`src/rtl/cnt_cmp_timer_pkg.sv`:
```
package cnt_cmp_timer_pkg;

  typedef enum logic [1:0] {
    SEL_COUNT = 2'd0,
    SEL_CMP   = 2'd1,
    SEL_CTRL  = 2'd2,
    SEL_NONE  = 2'd3
  } reg_sel_e;

  localparam int CTRL_FREEZE_BIT = 0;
  localparam int CTRL_ROUTE_LSB  = 1;

endpackage

```
`src/rtl/cnt_cmp_timer_counter.sv`:
```
module cnt_cmp_timer_counter #(
  parameter int CNT_W = 32
) (
  input  logic             clk,
  input  logic             rst_n,
  input  logic             tick_i,
  input  logic             freeze_i,
  input  logic             load_i,
  input  logic [CNT_W-1:0] load_val_i,
  output logic [CNT_W-1:0] count_o,
  output logic [CNT_W-1:0] count_next_o,
  output logic             step_o
);

  function automatic logic [CNT_W-1:0] bump(input logic [CNT_W-1:0] v);
    return v + CNT_W'(1);
  endfunction

  logic [CNT_W-1:0] count_q;

  assign step_o       = tick_i && !freeze_i && !load_i;
  assign count_next_o = bump(count_q);

  always_ff @(posedge clk) begin
    if (!rst_n)      count_q <= '0;
    else if (load_i) count_q <= load_val_i;
    else if (step_o) count_q <= count_next_o;
  end

  assign count_o = count_q;

endmodule

```
`src/rtl/cnt_cmp_timer_match.sv`:
```
module cnt_cmp_timer_match #(
  parameter int CNT_W   = 32,
  parameter int ROUTE_W = 3,
  localparam int N_IRQ  = 1 << ROUTE_W
) (
  input  logic               clk,
  input  logic               rst_n,
  input  logic               step_i,
  input  logic [CNT_W-1:0]   count_next_i,
  input  logic [CNT_W-1:0]   cmp_i,
  input  logic               ack_i,
  input  logic [ROUTE_W-1:0] route_i,
  output logic               hit_o,
  output logic               pend_o,
  output logic [N_IRQ-1:0]   irq_o
);

  function automatic logic is_hit(input logic stp,
                                  input logic [CNT_W-1:0] nxt,
                                  input logic [CNT_W-1:0] cmp);
    return stp && (nxt == cmp);
  endfunction

  logic pend_q;

  assign hit_o = is_hit(step_i, count_next_i, cmp_i);

  always_ff @(posedge clk) begin
    if (!rst_n)     pend_q <= 1'b0;
    else if (ack_i) pend_q <= 1'b0;
    else if (hit_o) pend_q <= 1'b1;
  end

  assign pend_o = pend_q;

  for (genvar i = 0; i < N_IRQ; i++) begin : g_line
    assign irq_o[i] = pend_q && (route_i == ROUTE_W'(i));
  end

endmodule

```
`src/rtl/cnt_cmp_timer_regs.sv`:
```
module cnt_cmp_timer_regs
  import cnt_cmp_timer_pkg::*;
#(
  parameter int CNT_W        = 32,
  parameter int ROUTE_W      = 3,
  parameter bit PEND_FLAG_EN = 1'b1
) (
  input  logic               clk,
  input  logic               rst_n,
  input  logic               wr_en_i,
  input  logic [1:0]         addr_i,
  input  logic [CNT_W-1:0]   wdata_i,
  input  logic [CNT_W-1:0]   count_i,
  input  logic               pend_i,
  output logic               cnt_wr_o,
  output logic               cmp_wr_o,
  output logic [CNT_W-1:0]   cmp_o,
  output logic               freeze_o,
  output logic [ROUTE_W-1:0] route_o,
  output logic [CNT_W-1:0]   rdata_o
);

  localparam int CTRL_W = ROUTE_W + 2;

  reg_sel_e sel;
  logic [CNT_W-1:0]   cmp_q;
  logic               freeze_q;
  logic [ROUTE_W-1:0] route_q;
  logic               ctrl_wr;
  logic [CTRL_W-1:0]  ctrl_view;

  assign sel      = reg_sel_e'(addr_i);
  assign cnt_wr_o = wr_en_i && (sel == SEL_COUNT);
  assign cmp_wr_o = wr_en_i && (sel == SEL_CMP);
  assign ctrl_wr  = wr_en_i && (sel == SEL_CTRL);

  always_ff @(posedge clk) begin
    if (!rst_n) begin
      cmp_q    <= '0;
      freeze_q <= 1'b0;
      route_q  <= '0;
    end else begin
      if (cmp_wr_o) cmp_q <= wdata_i;
      if (ctrl_wr) begin
        freeze_q <= wdata_i[CTRL_FREEZE_BIT];
        route_q  <= wdata_i[CTRL_ROUTE_LSB +: ROUTE_W];
      end
    end
  end

  assign ctrl_view = {pend_i & PEND_FLAG_EN, route_q, freeze_q};

  always_comb begin
    unique case (sel)
      SEL_COUNT: rdata_o = count_i;
      SEL_CMP:   rdata_o = cmp_q;
      SEL_CTRL:  rdata_o = CNT_W'(ctrl_view);
      default:   rdata_o = '0;
    endcase
  end

  assign cmp_o    = cmp_q;
  assign freeze_o = freeze_q;
  assign route_o  = route_q;

endmodule

```
`src/rtl/cnt_cmp_timer.sv`:
```
module cnt_cmp_timer #(
  parameter int CNT_W        = 32,
  parameter int ROUTE_W      = 3,
  parameter bit PEND_FLAG_EN = 1'b1,
  localparam int N_IRQ       = 1 << ROUTE_W
) (
  input  logic             clk,
  input  logic             rst_n,
  input  logic             tick_i,
  input  logic             wr_en_i,
  input  logic [1:0]       addr_i,
  input  logic [CNT_W-1:0] wdata_i,
  output logic [CNT_W-1:0] rdata_o,
  output logic [N_IRQ-1:0] irq_o
);

  logic [CNT_W-1:0]   count_q;
  logic [CNT_W-1:0]   count_next;
  logic [CNT_W-1:0]   cmp_q;
  logic               step;
  logic               hit;
  logic               pend_q;
  logic               cnt_wr;
  logic               cmp_wr;
  logic               freeze_q;
  logic [ROUTE_W-1:0] route_q;

  cnt_cmp_timer_regs #(
    .CNT_W(CNT_W), .ROUTE_W(ROUTE_W), .PEND_FLAG_EN(PEND_FLAG_EN)
  ) u_regs (
    .clk(clk), .rst_n(rst_n),
    .wr_en_i(wr_en_i), .addr_i(addr_i), .wdata_i(wdata_i),
    .count_i(count_q), .pend_i(pend_q),
    .cnt_wr_o(cnt_wr), .cmp_wr_o(cmp_wr), .cmp_o(cmp_q),
    .freeze_o(freeze_q), .route_o(route_q), .rdata_o(rdata_o)
  );

  cnt_cmp_timer_counter #(.CNT_W(CNT_W)) u_count (
    .clk(clk), .rst_n(rst_n),
    .tick_i(tick_i), .freeze_i(freeze_q),
    .load_i(cnt_wr), .load_val_i(wdata_i),
    .count_o(count_q), .count_next_o(count_next), .step_o(step)
  );

  cnt_cmp_timer_match #(.CNT_W(CNT_W), .ROUTE_W(ROUTE_W)) u_match (
    .clk(clk), .rst_n(rst_n),
    .step_i(step), .count_next_i(count_next), .cmp_i(cmp_q),
    .ack_i(cmp_wr), .route_i(route_q),
    .hit_o(hit), .pend_o(pend_q), .irq_o(irq_o)
  );

endmodule

```
`config.mk`:
```
export PLATFORM = sky130hd
export DESIGN_NAME = cnt_cmp_timer
export DESIGN_NICKNAME = d
export VERILOG_FILES = /design/src/rtl/cnt_cmp_timer_pkg.sv /design/src/rtl/cnt_cmp_timer_counter.sv /design/src/rtl/cnt_cmp_timer_match.sv /design/src/rtl/cnt_cmp_timer_regs.sv /design/src/rtl/cnt_cmp_timer.sv
export SDC_FILE = /design/constraint.sdc
export NUM_CORES = 1
export LEC_CHECK = 0
export ABC_AREA = 1
export CELL_PAD_IN_SITES_DETAIL_PLACEMENT = 1
export CELL_PAD_IN_SITES_GLOBAL_PLACEMENT = 1
export CORE_MARGIN = 2
export CORE_UTILIZATION = 37
export CTS_CLUSTER_DIAMETER = 40
export DETAILED_ROUTE_END_ITERATION = 10
export GPL_TIMING_DRIVEN = 0
export HOLD_SLACK_MARGIN = 0.02
export PLACE_DENSITY_LB_ADDON = 0.1
export SYNTH_ARGS = -nofsm -noshare
export SYNTH_HDL_FRONTEND = slang
export SYNTH_SLANG_ARGS = --single-unit
```
`constraint.sdc`:
```
create_clock -name clk -period 2.3 [get_ports clk]
set_input_delay 0.46 -clock clk [delete_from_list [all_inputs] [get_ports clk]]
set_output_delay 0.46 -clock clk [all_outputs]
set_load 0.05 [all_outputs]
```
==> impl_metrics.ini <==
[synthesis]
synthCells = 803
syn_nets = 842
synthSimpleGateAreaFrac_pct = 42.6
synthArstFlopShare_pct = 0
synthXorXnorAreaFrac_pct = 1.57
ys_ff_latch = 69
synth_top_family_by_area = simple AND/OR/NAND/NOR gates
synth_compound_area_share_pct = 16.8
ys_types = 32
yosys_most_used_dff = dfxtp_1
synth_top_area_share_pct = 28.9
netlist_area_um2 = 4780
synthMuxAreaShare_pct = 0
avgSynthCellArea_um2 = 5.95
synthAdderAreaFrac_pct = 0.262
synth-seq-area-share_pct = 28.9
synth_edf_count = 0
synth_area_leaders = dfxtp_1, nand2_1, nand3_1
synth_top_area_cell = dfxtp_1
ys_warn_count = 0

[sta]
max_clock_freq_mhz = 454
finalSetupViolations = 0
hold-worst-slack_ns = 0.495
period_minus_slack_ns = 2.20
rsz0062_at_grt = true
fin_crit_sh_pct = 95.7
hold_viol = 0
maxSlewViolCount = 0
skew_ns = 0.00738
worst_pin_slew_ns = 0.719
slew_headroom_pct = 52.1

[critical_path]
cp-end-kind = register
crit_family = simple AND/OR/NAND/NOR gates
critPathMaxStageDelay_ns = 0.42
timing.critical_path.cells = nand2_1 > nor2_2 > nand2_1 > nor2_2 > nand2_1 > nand2_1 > nand2_1 > nand2_1 > nand2_1 > nor2_1 > nand2_1 > nor2_2 > nand3_2 > a21oi_2
rr_worst_depth = 14
r2r_start = u_count.count_o[9]
crit_required_ns = 2.58
rrSetupSlack_ns = 0.1
cp_common_cell = nand2_1
path_max_fanout = 6
cp-start-kind = register
slowest_stage = dfxtp_1
critPathKind = register to register
r2r-end = u_match.pend_o
arrival_ns = 2.49
path_buf_inv = 0

[cts]
cts_buffer_depth = 2
cts_tree = yes
cts_sinks = 69
hold_buffers = 0
clockRootBuffer = clkbuf_16
clk_latency_ns = 0.35
h-tree-depth = 3
cts.clk_slew.worst_paths_ns = 0.06
cts_made_buffers = 9

[floorplan]
io_pins = 78
core_um2 = 12600
start_util_pct = 37.9
die_w_um = 118
die_area_um2 = 13800
fp-row-count = 41
die_h_um = 118

[finish]
drive_above_1_share_pct = 14.1
area_delta_synth_final_pct = 30.7
fin_area_um2 = 6250
antenna_cells = 0
fillCellCount = 1764
fin_nets = 933

[global_route]
antenna_found_initial = 0
grt_usage_pct = 29.2
grt_pass1_wl_um = 31700
grt-ovfl-total = 0
grt_max_degree = 11
grt_pass1_vias = 6055

[worst_hold_path]
hold_path_depth = 2
hp-class = register to register
whs_endpoint = u_regs.cmp_o[6]
hp-start = u_regs.cmp_o[6]

[detailed_routing]
final_antenna_net_count = 0
drt_pre_antenna_iters = 6
vias_per_cell = 5.46
routedWlPerCell_um = 18.6
first_iter_violations = 308
routed_wl_um = 20000
drc = 0
dr_total_vias = 5839

[place]
hpwl_um = 15100
place.gp.congestion = 0.918
io_buffers = 76
place_area_um2 = 5760

[run]
max_cap_viol_count = 0

[pwr]
ir_worst_vdd_v = 0.000289
power_density_nw_per_um2 = 533
p_leak_nw = 2.59

[run_status]
outcome = complete, no violations
## flip-flops by register name, summed over array words and instances, names as in the netlist
register and count:
u_count.count_o 32, u_match.pend_o 1, u_regs.route_o 3, u_regs.cmp_o 32
u_regs.freeze_o 1
## cells in the mapped netlist, types with 2 or more instances
cell / n
buf_1: 4
o21ai_0: 37
nand2_1: 273
dfxtp_1: 69
nand2_2: 4
clkbuf_1: 24
a31oi_1: 27
nand4_1: 4
nand3_2: 3
nand2_4: 4
nand3_1: 88
nor2_1: 71
nor2_4: 4
o221ai_1: 4
a221oi_1: 3
o22ai_1: 26
inv_1: 93
a21oi_1: 37
o21ai_1: 3
xnor2_1: 2
xor2_1: 4
nor2_2: 6
nor2_8: 4
## what timing repair did
| item | CTS | global route |
|---|---|---|
| pin swaps | 1 | 7 |
| resized for setup | 227 | 57 |
| setup buffers | 2 | 3 |
| setup endpoints to repair | 53 | 67 |
## final cells by class
cell class / count / area, µm² / area share, %
sequential: 69 / 1390 / 22.2
buffer: 29 / 183 / 2.92
inverter: 94 / 353 / 5.65
clock inverter: 1 / 5.00 / 0.0801
tap: 172 / 215 / 3.44
timing repair buffer: 81 / 736 / 11.8
multi-input combinational: 610 / 3090 / 49.5
clock buffer: 14 / 274 / 4.39
## cells in the final DEF, fill, tap and decap left out, types with 4 or more instances in the layout
cell type          n
nor2_2            13
a21oi_1           37
dfxtp_2            5
dlymetal6s2s_1     5
dlygate4sd2_1      5
o22ai_2           13
nor2_4             6
clkbuf_1          17
nand2_2            4
nand2_1          272
dfxtp_1           64
o21ai_0           36
clkdlybuf4s50_1   34
buf_6              7
inv_1             92
nor2_8             4
o22ai_1           13
a31oi_1           27
o221ai_2           4
nand4_1            4
buf_4             34
clkbuf_2           4
o21ai_1            4
nand2_4            5
clkbuf_16          9
nor2_1            62
nand3_1           88
## logic make-up after synthesis
group / after synthesis
simple gates: 462
compound gates: 140
buf+inv: 124
flops: 69
xor+xnor: 7
fa+ha+maj: 1
## power breakdown
group	total, mW	internal (mW)	switching [mW]
clock network	1.37	0.813	0.561
registers	1.31	1.25	0.0540
logic	0.648	0.228	0.420
## layer usage
layer	part of all wire (%)	vias up	routed length, µm	track usage (%)
li1	-	2809	-	-
met1	43	2846	8620	35.4
met2	48	150	9640	49.3
met3	5.6	34	1110	6.10
met4	2.9	0	588	13.7
met5	0	-	0	0
## worst max-delay path by stage
stage	startpoint	endpoint	slack (ns)	depth (start not counted)
2_1_floorplan	addr_i[0]	rdata_o[0]	0.09	4
3_3_place_gp	addr_i[0]	rdata_o[31]	-1.23	6
3_5_place_dp	addr_i[0]	rdata_o[31]	-1.19	6
4_1_cts	addr_i[1]	rdata_o[0]	-0.03	6
5_1_grt	u_count.count_o[5]	u_match.pend_o	-0.05	12
6_report	u_count.count_o[9]	u_match.pend_o	0.1	14
## metrics by stage
| stage | util [%] | TNS (ns) | cells | power (mW) | setup slack [ns] |
|---|---|---|---|---|---|
| 3_5_place_dp | 45.6 | -50.27 | 1051 | 1.93 | -1.19 |
| 4_1_cts | 48.0 | -0.0936 | 1068 | 3.30 | -0.0341 |
| 3_3_place_gp | 45.6 | -48.36 | 1051 | 1.92 | -1.23 |
| 2_1_floorplan | - | 0 | 803 | 1.67 | 0.0881 |
| 5_1_grt | 49.5 | -0.0481 | 1070 | 3.44 | -0.0481 |
| 6_report | 49.5 | 0 | 1070 | 3.33 | 0.0988 |
## worst min-delay path: stages, from the launching register on
cell and delay [ns]:
dfxtp_1 0.32, inv_1 0.07, a21oi_1 0.06
Note: power is estimated with default switching activity, not from simulation.
